===== config.mk =====
export PLATFORM = sky130hd
export DESIGN_NAME = gpio_lvl_top
export DESIGN_NICKNAME = d
export VERILOG_FILES = /design/src/rtl/gpio_lvl_pkg.sv /design/src/rtl/gpio_lvl_sync.sv /design/src/rtl/gpio_lvl_regs.sv /design/src/rtl/gpio_lvl_irq.sv /design/src/rtl/gpio_lvl_padmux.sv /design/src/rtl/gpio_lvl_top.sv
export SDC_FILE = /design/constraint.sdc
export NUM_CORES = 1
export LEC_CHECK = 0
export ABC_AREA = 1
export BUFFER_PORTS_ARGS = -buffer_cell sky130_fd_sc_hd__buf_4
export CAP_MARGIN = 5
export CORE_ASPECT_RATIO = 0.8
export CORE_MARGIN = 2
export CORE_UTILIZATION = 40
export CTS_CLUSTER_DIAMETER = 50
export DETAILED_ROUTE_END_ITERATION = 8
export PLACE_DENSITY_LB_ADDON = 0.12
export SYNTH_ARGS = -nofsm -noshare
export SYNTH_HDL_FRONTEND = slang
export SYNTH_HIERARCHICAL = 1
export SYNTH_SLANG_ARGS = --single-unit

===== constraint.sdc =====
create_clock -name clk -period 14.1 [get_ports clk]
set_input_delay 1.41 -clock clk [delete_from_list [all_inputs] [get_ports clk]]
set_output_delay 1.41 -clock clk [all_outputs]
set_load 0.02 [all_outputs]

===== src/rtl/gpio_lvl_pkg.sv =====
package gpio_lvl_pkg;
  typedef enum logic [2:0] {
    SEL_FUNC = 3'd0,
    SEL_DIR  = 3'd1,
    SEL_DATA = 3'd2,
    SEL_LVL  = 3'd3,
    SEL_STAT = 3'd4,
    SEL_NMIE = 3'd5
  } reg_sel_e;
endpackage


===== src/rtl/gpio_lvl_sync.sv =====
module gpio_lvl_sync #(
  parameter int unsigned W = 32
) (
  input  logic         clk,
  input  logic         rst_n,
  input  logic [W-1:0] d_i,
  output logic [W-1:0] q_o
);
  logic [W-1:0] meta_q;
  logic [W-1:0] sync_q;

  always_ff @(posedge clk or negedge rst_n) begin
    if (!rst_n) begin
      meta_q <= '0;
      sync_q <= '0;
    end else begin
      meta_q <= d_i;
      sync_q <= meta_q;
    end
  end

  assign q_o = sync_q;
endmodule


===== src/rtl/gpio_lvl_regs.sv =====
module gpio_lvl_regs
  import gpio_lvl_pkg::*;
#(
  parameter int unsigned NPINS  = 32,
  parameter int unsigned ADDR_W = 5
) (
  input  logic              clk,
  input  logic              rst_n,
  input  logic              wr_en,
  input  logic [ADDR_W-1:0] addr,
  input  logic [NPINS-1:0]  wdata,
  output logic [NPINS-1:0]  rdata,
  input  logic [NPINS-1:0]  pin_val,
  input  logic [NPINS-1:0]  stat,
  output logic [NPINS-1:0]  func_q,
  output logic [NPINS-1:0]  dir_q,
  output logic [NPINS-1:0]  dout_q,
  output logic [NPINS-1:0]  lvl_q,
  output logic [NPINS-1:0]  nmie_q,
  output logic [NPINS-1:0]  clr_mask
);
  localparam int unsigned IDX_W = ADDR_W - 2;

  logic [IDX_W-1:0] idx;
  logic             aligned;
  logic             we_func, we_dir, we_dout, we_lvl, we_nmie;
  logic [NPINS-1:0] func_d, dir_d, dout_d, lvl_d, nmie_d;

  assign idx     = addr[ADDR_W-1:2];
  assign aligned = (addr[1:0] == 2'b00);

  always_comb begin
    we_func  = wr_en && aligned && (idx == IDX_W'(SEL_FUNC));
    we_dir   = wr_en && aligned && (idx == IDX_W'(SEL_DIR));
    we_dout  = wr_en && aligned && (idx == IDX_W'(SEL_DATA));
    we_lvl   = wr_en && aligned && (idx == IDX_W'(SEL_LVL));
    we_nmie  = wr_en && aligned && (idx == IDX_W'(SEL_NMIE));
    clr_mask = (wr_en && aligned && (idx == IDX_W'(SEL_STAT))) ? wdata : '0;
    func_d   = we_func ? wdata : func_q;
    dir_d    = we_dir  ? wdata : dir_q;
    dout_d   = we_dout ? wdata : dout_q;
    lvl_d    = we_lvl  ? wdata : lvl_q;
    nmie_d   = we_nmie ? wdata : nmie_q;
  end

  always_ff @(posedge clk or negedge rst_n) begin
    if (!rst_n) begin
      func_q <= '0;
      dir_q  <= '0;
      dout_q <= '0;
      lvl_q  <= '0;
      nmie_q <= '0;
    end else begin
      func_q <= func_d;
      dir_q  <= dir_d;
      dout_q <= dout_d;
      lvl_q  <= lvl_d;
      nmie_q <= nmie_d;
    end
  end

  always_comb begin
    rdata = '0;
    if (aligned) begin
      case (idx)
        IDX_W'(SEL_FUNC): rdata = func_q;
        IDX_W'(SEL_DIR):  rdata = dir_q;
        IDX_W'(SEL_DATA): rdata = pin_val;
        IDX_W'(SEL_LVL):  rdata = lvl_q;
        IDX_W'(SEL_STAT): rdata = stat;
        IDX_W'(SEL_NMIE): rdata = nmie_q;
        default:          rdata = '0;
      endcase
    end
  end

  // the function register only changes on a decoded write to it
  a_r2_func_hold: assert property (@(posedge clk) disable iff (!rst_n)
    !(wr_en && aligned && idx == IDX_W'(SEL_FUNC)) |=> $stable(func_q));
endmodule


===== src/rtl/gpio_lvl_irq.sv =====
module gpio_lvl_irq #(
  parameter int unsigned NPINS = 32
) (
  input  logic             clk,
  input  logic             rst_n,
  input  logic [NPINS-1:0] pin_val,
  input  logic [NPINS-1:0] lvl,
  input  logic [NPINS-1:0] nmie,
  input  logic [NPINS-1:0] clr_mask,
  output logic [NPINS-1:0] stat_q,
  output logic             nmi_q
);
  logic [NPINS-1:0] match_vec;
  logic [NPINS-1:0] stat_d;
  logic             nmi_d;

  always_comb begin
    match_vec = ~(pin_val ^ lvl);
    stat_d    = (stat_q & ~clr_mask) | match_vec;
    nmi_d     = |(stat_q & nmie);
  end

  always_ff @(posedge clk or negedge rst_n) begin
    if (!rst_n) begin
      stat_q <= '0;
      nmi_q  <= 1'b0;
    end else begin
      stat_q <= stat_d;
      nmi_q  <= nmi_d;
    end
  end

  // a set status bit only drops when a clear targeted it
  a_r5_sticky: assert property (@(posedge clk) disable iff (!rst_n)
    1'b1 |=> ((($past(stat_q) & ~$past(clr_mask)) & ~stat_q) == '0));
  // a match in the clearing cycle keeps the bit set
  a_r6_set_wins: assert property (@(posedge clk) disable iff (!rst_n)
    1'b1 |=> (($past(pin_val ^ lvl) | stat_q) == '1));
  // interrupt edges follow enabled status one cycle earlier
  a_r7_nmi_rise: assert property (@(posedge clk) disable iff (!rst_n)
    $rose(nmi_q) |-> $past((stat_q & nmie) != '0));
  a_r7_nmi_fall: assert property (@(posedge clk) disable iff (!rst_n)
    $fell(nmi_q) |-> $past((stat_q & nmie) == '0));
endmodule


===== src/rtl/gpio_lvl_padmux.sv =====
module gpio_lvl_padmux #(
  parameter int unsigned     NPINS       = 32,
  parameter logic [NPINS-1:0] ALT_PRESENT = 32'h0000_3FFF,
  parameter logic [NPINS-1:0] ALT_DIR     = 32'h0000_21F5
) (
  input  logic [NPINS-1:0] func,
  input  logic [NPINS-1:0] dir,
  input  logic [NPINS-1:0] dout,
  input  logic [NPINS-1:0] alt_tx,
  output logic [NPINS-1:0] pad_out,
  output logic [NPINS-1:0] pad_oe
);
  for (genvar i = 0; i < NPINS; i++) begin : g_pin
    logic alt_sel;
    assign alt_sel    = func[i] & ALT_PRESENT[i];
    assign pad_out[i] = alt_sel ? alt_tx[i]  : dout[i];
    assign pad_oe[i]  = alt_sel ? ALT_DIR[i] : dir[i];
  end
endmodule


===== src/rtl/gpio_lvl_top.sv =====
module gpio_lvl_top #(
  parameter int unsigned      NPINS       = 32,
  parameter int unsigned      ADDR_W      = 5,
  parameter logic [NPINS-1:0] ALT_PRESENT = 32'h0000_3FFF,
  parameter logic [NPINS-1:0] ALT_DIR     = 32'h0000_21F5
) (
  input  logic              clk,
  input  logic              rst_n,
  input  logic              bus_wr,
  input  logic [ADDR_W-1:0] bus_addr,
  input  logic [NPINS-1:0]  bus_wdata,
  output logic [NPINS-1:0]  bus_rdata,
  input  logic [NPINS-1:0]  pad_in,
  output logic [NPINS-1:0]  pad_out,
  output logic [NPINS-1:0]  pad_oe,
  input  logic [NPINS-1:0]  alt_tx,
  output logic [NPINS-1:0]  alt_rx,
  output logic              nmi_o
);
  logic [1:0]       rst_pipe_q;
  logic             rst_int_n;
  logic [NPINS-1:0] pin_val, stat, func, dir, dout, lvl, nmie, clr_mask;

  always_ff @(posedge clk or negedge rst_n) begin
    if (!rst_n) rst_pipe_q <= 2'b00;
    else        rst_pipe_q <= {rst_pipe_q[0], 1'b1};
  end
  assign rst_int_n = rst_pipe_q[1];

  gpio_lvl_sync #(.W(NPINS)) u_sync (
    .clk(clk), .rst_n(rst_int_n), .d_i(pad_in), .q_o(pin_val));

  gpio_lvl_regs #(.NPINS(NPINS), .ADDR_W(ADDR_W)) u_regs (
    .clk(clk), .rst_n(rst_int_n), .wr_en(bus_wr), .addr(bus_addr),
    .wdata(bus_wdata), .rdata(bus_rdata), .pin_val(pin_val), .stat(stat),
    .func_q(func), .dir_q(dir), .dout_q(dout), .lvl_q(lvl),
    .nmie_q(nmie), .clr_mask(clr_mask));

  gpio_lvl_irq #(.NPINS(NPINS)) u_irq (
    .clk(clk), .rst_n(rst_int_n), .pin_val(pin_val), .lvl(lvl),
    .nmie(nmie), .clr_mask(clr_mask), .stat_q(stat), .nmi_q(nmi_o));

  gpio_lvl_padmux #(.NPINS(NPINS), .ALT_PRESENT(ALT_PRESENT),
                    .ALT_DIR(ALT_DIR)) u_mux (
    .func(func), .dir(dir), .dout(dout), .alt_tx(alt_tx),
    .pad_out(pad_out), .pad_oe(pad_oe));

  assign alt_rx = pin_val;

  // pins without an alternate owner always follow the GPIO registers
  a_r9_no_alt_upper: assert property (@(posedge clk) disable iff (!rst_int_n)
    ((pad_oe & ~ALT_PRESENT) == (dir & ~ALT_PRESENT)) &&
    ((pad_out & ~ALT_PRESENT) == (dout & ~ALT_PRESENT)));
  // handed-over pins take the fixed direction mask
  a_r8_fixed_dir: assert property (@(posedge clk) disable iff (!rst_int_n)
    ((pad_oe ^ ALT_DIR) & func & ALT_PRESENT) == '0);
endmodule


-- Word level (Yosys, flattened, before mapping)
Index checks and enable logic that the tools add are counted.
- bits in registers: 259
- latch bits: 0
- bits in writable memories: 0
- ROM bits: 0
- input port bits: 104
- word-level logic and storage cells: 62
- memories kept: 0
- add/sub/neg operators: 0
- multipliers: 0
- divide/modulo/power cells: 0
- $lt $le $gt $ge: 0
- eq/ne operators: 5
- shift operators: 0
- multiplexer cells: 31
- bitwise logic cells: 6
- reduce and logical (&&, ||, !) cells: 10
- operators with widths (kind ; count):
    case mux 32 bit (6 select lines) ; 1
    AND 32 bit ; 2
    2-to-1 mux 32 bit ; 2
    NOT 32 bit ; 2
    OR 32 bit ; 1
    OR reduction 32 bit ; 1
    XOR 32 bit ; 1
    2-to-1 mux 1 bit ; 28
    logical AND 1 bit ; 7
    == test 3 x 2 -> 1 bit (second input constant) ; 2
    == test 3 bit (second input constant) ; 2
    == test 3 x 1 -> 1 bit (second input constant) ; 1
    logical NOT 3 bit ; 1
    logical NOT 2 bit ; 1

-- Depth between registers and ports, before layout
- depth after elaboration: 7
- depth in mapped cells: 8
- depth with buffers taken out: 6

-- By module
Netlist, hierarchy kept.
- modules (own cells, without submodules) (module ; times used ; cells an instance ; area each (um^2)):
    gpio_lvl_regs ; 1 ; 1043 ; 8262.9
    gpio_lvl_irq ; 1 ; 224 ; 1702.9
    gpio_lvl_sync ; 1 ; 64 ; 1601.5
    gpio_lvl_padmux ; 1 ; 112 ; 575.6
    gpio_lvl_top ; 1 ; 3 ; 53.8

-- Least setup slack after synthesis
No wires, ideal clock.
- path type: input -> output
- start point: in bus_addr[2]
- end point: out bus_rdata[10]
- arrival: 2.584 ns
- data required time: 12.690 ns
- setup slack: 10.106 ns
- cell stages on the path: 8
- cells stage by stage: buf_2 nor2_2 buf_4 buf_4 nand3_1 nand2_1 inv_1 a21oi_1
- word-level cells in the longest chain between the ends: 3
- elaborated cells between the ends (all ways): 8
- classes of those cells: 5 x eq/ne; 2 x mux; 1 x reduce/logical
- ends and longest elaborated chain (item ; line ; text):
    from (decl) ; gpio_lvl_top.sv:10 ; input logic [ADDR_W-1:0] bus_addr,
    == test 3 bit (tied with other cells) ; gpio_lvl_regs.sv:65 ; case (idx)
    case mux 32 bit (6 select lines) * ; gpio_lvl_regs.sv:65 ;
    2-to-1 mux 32 bit * ; gpio_lvl_regs.sv:64 ; if (aligned) begin
    to (decl) ; gpio_lvl_top.sv:12 ; output logic [NPINS-1:0] bus_rdata,
Mark *: on every way between the ends. The rest lies on a longest branch, timed or not.

-- Worst setup path after layout
- start point: in bus_addr[4]
- end point: out bus_rdata[16]
Same word-level chain as after synthesis.

==> flow_metrics.env <==
export IMPL_status="finished, final reports clean"
export IMPL_layout_drive_gt1_share_pct=20.3
export IMPL_dp_cells=1955
export IMPL_final_max_slew_viol_count=0
export IMPL_gp_congestion=0.745
export IMPL_cp_depth=8
export IMPL_fp_row_count=57
export IMPL_clock_sinks=259
export IMPL_drv_max_cap_violation_count=0
export IMPL_setup_viol=0
export IMPL_tns_ps=0
export IMPL_die_y_um=160
export IMPL_cts_root_buf="clkbuf_16"
export IMPL_finalCritPeriodShare_pct=41.2
export IMPL_crit_start="bus_addr[4]"
export IMPL_grt_pass1_vias=9914
export IMPL_critPathMostFrequentCell="buf_4"
export IMPL_path_cells="buf_4 -> inv_4 -> buf_4 -> nand3_1 -> nor2_1 -> nor2_1 -> a21oi_1 -> buf_4"
export IMPL_antenna_cells=0
export IMPL_powerDensity_mw_per_mm2=150
export IMPL_ys_top_cells_by_area="dfrtp_1 53%, nand2_1 12%, nand4_1 6.1%"
export IMPL_core_mm2=0.0302
export IMPL_synth_top_area_share_pct=53.1
export IMPL_worstPathArrival_ps=4390
export IMPL_cts_resized_gates=0
export IMPL_grt_pass1_wl_um=55100
export IMPL_grt_overflow_total=0
export IMPL_grt_usage_pct=22.1
export IMPL_drt_initial_drc_count=585
export IMPL_critPathBufInv=4
export IMPL_cts_tree="built"
export IMPL_yosysWarningCount=6
export IMPL_cts_made_buffers=34
export IMPL_path_max_fanout=76
export IMPL_cpMaxStageDelayCell="buf_4"
export IMPL_min_path_cells=0
export IMPL_period_needed_ps=5800
export IMPL_rsz0062_at_grt="false"
export IMPL_critPathKind="input pin to output pin"
export IMPL_hpwl_um=19900
export IMPL_final_antenna_net_count=0
export IMPL_hp_class="flip-flop to flip-flop"
export IMPL_vias=10183
export IMPL_final_hold_violation_count=0
export IMPL_pin_count=233
export IMPL_irDropWorstVdd_v=0.000111
export IMPL_crit_family="buffers and inverters"
export IMPL_syn_inst=1446
export IMPL_cp_start_kind="input pin"
export IMPL_ys_async_sr_fraction_pct=100
export IMPL_skew_ps=11.0
export IMPL_clkLatencyLatePin_ps=510
export IMPL_leakagePower_nw=7.55
export IMPL_avgSynthCellArea_um2=8.43
export IMPL_antenna_found_initial=0
export IMPL_worstPathRequired_ps=12690
export IMPL_htreeDepth=2
export IMPL_yosys_top_cells_count="378 x nand2_1, 259 x dfrtp_1, 130 x o21ai_0, 126 x inv_1, 118 x nand4_1"
export IMPL_max_stage_delay_ps=790
export IMPL_reg2reg_depth=2
export IMPL_die_area_mm2=0.0319
export IMPL_fin_cells=2016
export IMPL_wl_per_cell_um=17.3
export IMPL_synthFlopType="dfrtp_1"
export IMPL_nets=1682
export IMPL_synth_nets=1550
export IMPL_tightest_slew_ps=1120
export IMPL_synth_yosys_seq_area_share_pct=53.1
export IMPL_cts_setup_buffers=0
export IMPL_areaGrowthSynthToFinish_pct=22.1
export IMPL_port_buffers=214
export IMPL_ys_ff_latch=259
export IMPL_clock_fmax_mhz=172
export IMPL_clock_path_buffers=3
export IMPL_drt_wl_total_um=35000
export IMPL_reg2reg_from="rst_pipe_q[1]"
export IMPL_die_w_um=199
export IMPL_grt_max_degree=79
export IMPL_synth_edf_count=0
export IMPL_cts_hold_buf=0
export IMPL_min_delay_start="u_sync/meta_q[23]"
export IMPL_path_clk_slew_ps=60
export IMPL_drc_errors=0
export IMPL_via_per_inst=5.05
export IMPL_yosysUniqueCellTypes=27
export IMPL_endpoint_kind="output pin"
export IMPL_max_slew_margin_pct=24.9
export IMPL_synth_largest_area_cell="dfrtp_1"
export IMPL_start_util_pct=40.4
export IMPL_synth_area_mm2=0.0122
export IMPL_synth_most_common_cell="nand2_1"
export IMPL_dr_pass1_iters=5
[layout make-up]
type	instances	area, µm²
Tap cell	413	517
Multi-Input combinational cell	933	4500
Inverter	128	483
Timing Repair Buffer	222	1670
Sequential cell	259	6480
Clock buffer	46	1030
Fill cell	2990	15300
Clock inverter	15	218
[per-layer routing]
layer  track usage [%]  vias up  routed length (µm)
met5                 0        -                   0
met2              34.6      234               15800
met1              31.6     4913               17000
met3              3.97       43                1630
met4              5.83        0                 575
li1                  -     4993                   -
[cells by family after synthesis]
group | count (synthesis) | share of synthesized area [%]
compound gates | 256 | 12.1
buf+inv | 254 | 10.0
other cells | 1 | 0.0307
simple gates | 676 | 24.7
flops | 259 | 53.1
[cells in the final DEF (no fill, tap or decap), types with 2 or more instances in the layout]
cell type,synthesis,layout
inv_1,126,125
clkbuf_8,0,7
clkbuf_1,17,2
a21oi_1,32,32
o21a_1,32,32
nand2_1,378,378
inv_2,1,2
nand3_1,67,67
clkbuf_16,0,37
nand2_4,4,4
nand4_1,118,118
clkinvlp_4,0,4
o21ai_1,30,30
bufinv_16,0,5
dfrtp_1,259,258
nor2_1,95,95
buf_4,42,222
o21ai_2,32,32
clkinv_2,0,4
or2_1,9,8
o21ai_0,130,130
[worst paths after layout]
path / slack [ps] / end
setup / recovery: 8300 / bus_rdata[16]
setup reg to reg: 11540 / u_regs/dout_q[4]
hold reg to reg: 350 / u_sync/q_o[23]
min in group asynchronous: 420 / u_regs/dout_q[14]
max in group asynchronous: 11540 / u_regs/dout_q[4]
hold / removal: 350 / u_sync/q_o[23]
[where the power goes]
group / internal [mW] / switching (mW)
combinational: 0.149 / 0.225
clock: 0.605 / 0.336
sequential: 0.840 / 0.0778
[state kept, by name, summed over array words and instances (netlist names)]
signal / cells
u_irq/stat_q: 32
u_regs/dir_q: 32
u_regs/dout_q: 32
u_regs/func_q: 32
u_regs/lvl_q: 32
u_regs/nmie_q: 32
u_sync/meta_q: 32
u_sync/q_o: 32
rst_pipe_q: 2
u_irq/nmi_q: 1
[stage by stage]
stage	setup WS, ps	area [µm²]	utilization (%)	power (mW)	hold WS, ps
global placement	8320	13700	45.2	1.30	331
finish	8300	14900	49.4	2.23	346
CTS	8280	14900	49.4	2.26	348
floorplan	6350	12200	-	1.17	331
detailed placement	8290	13700	45.2	1.31	335
global route	8140	14900	49.4	2.35	350
No activity file was read; power rests on OpenSTA's default activity.
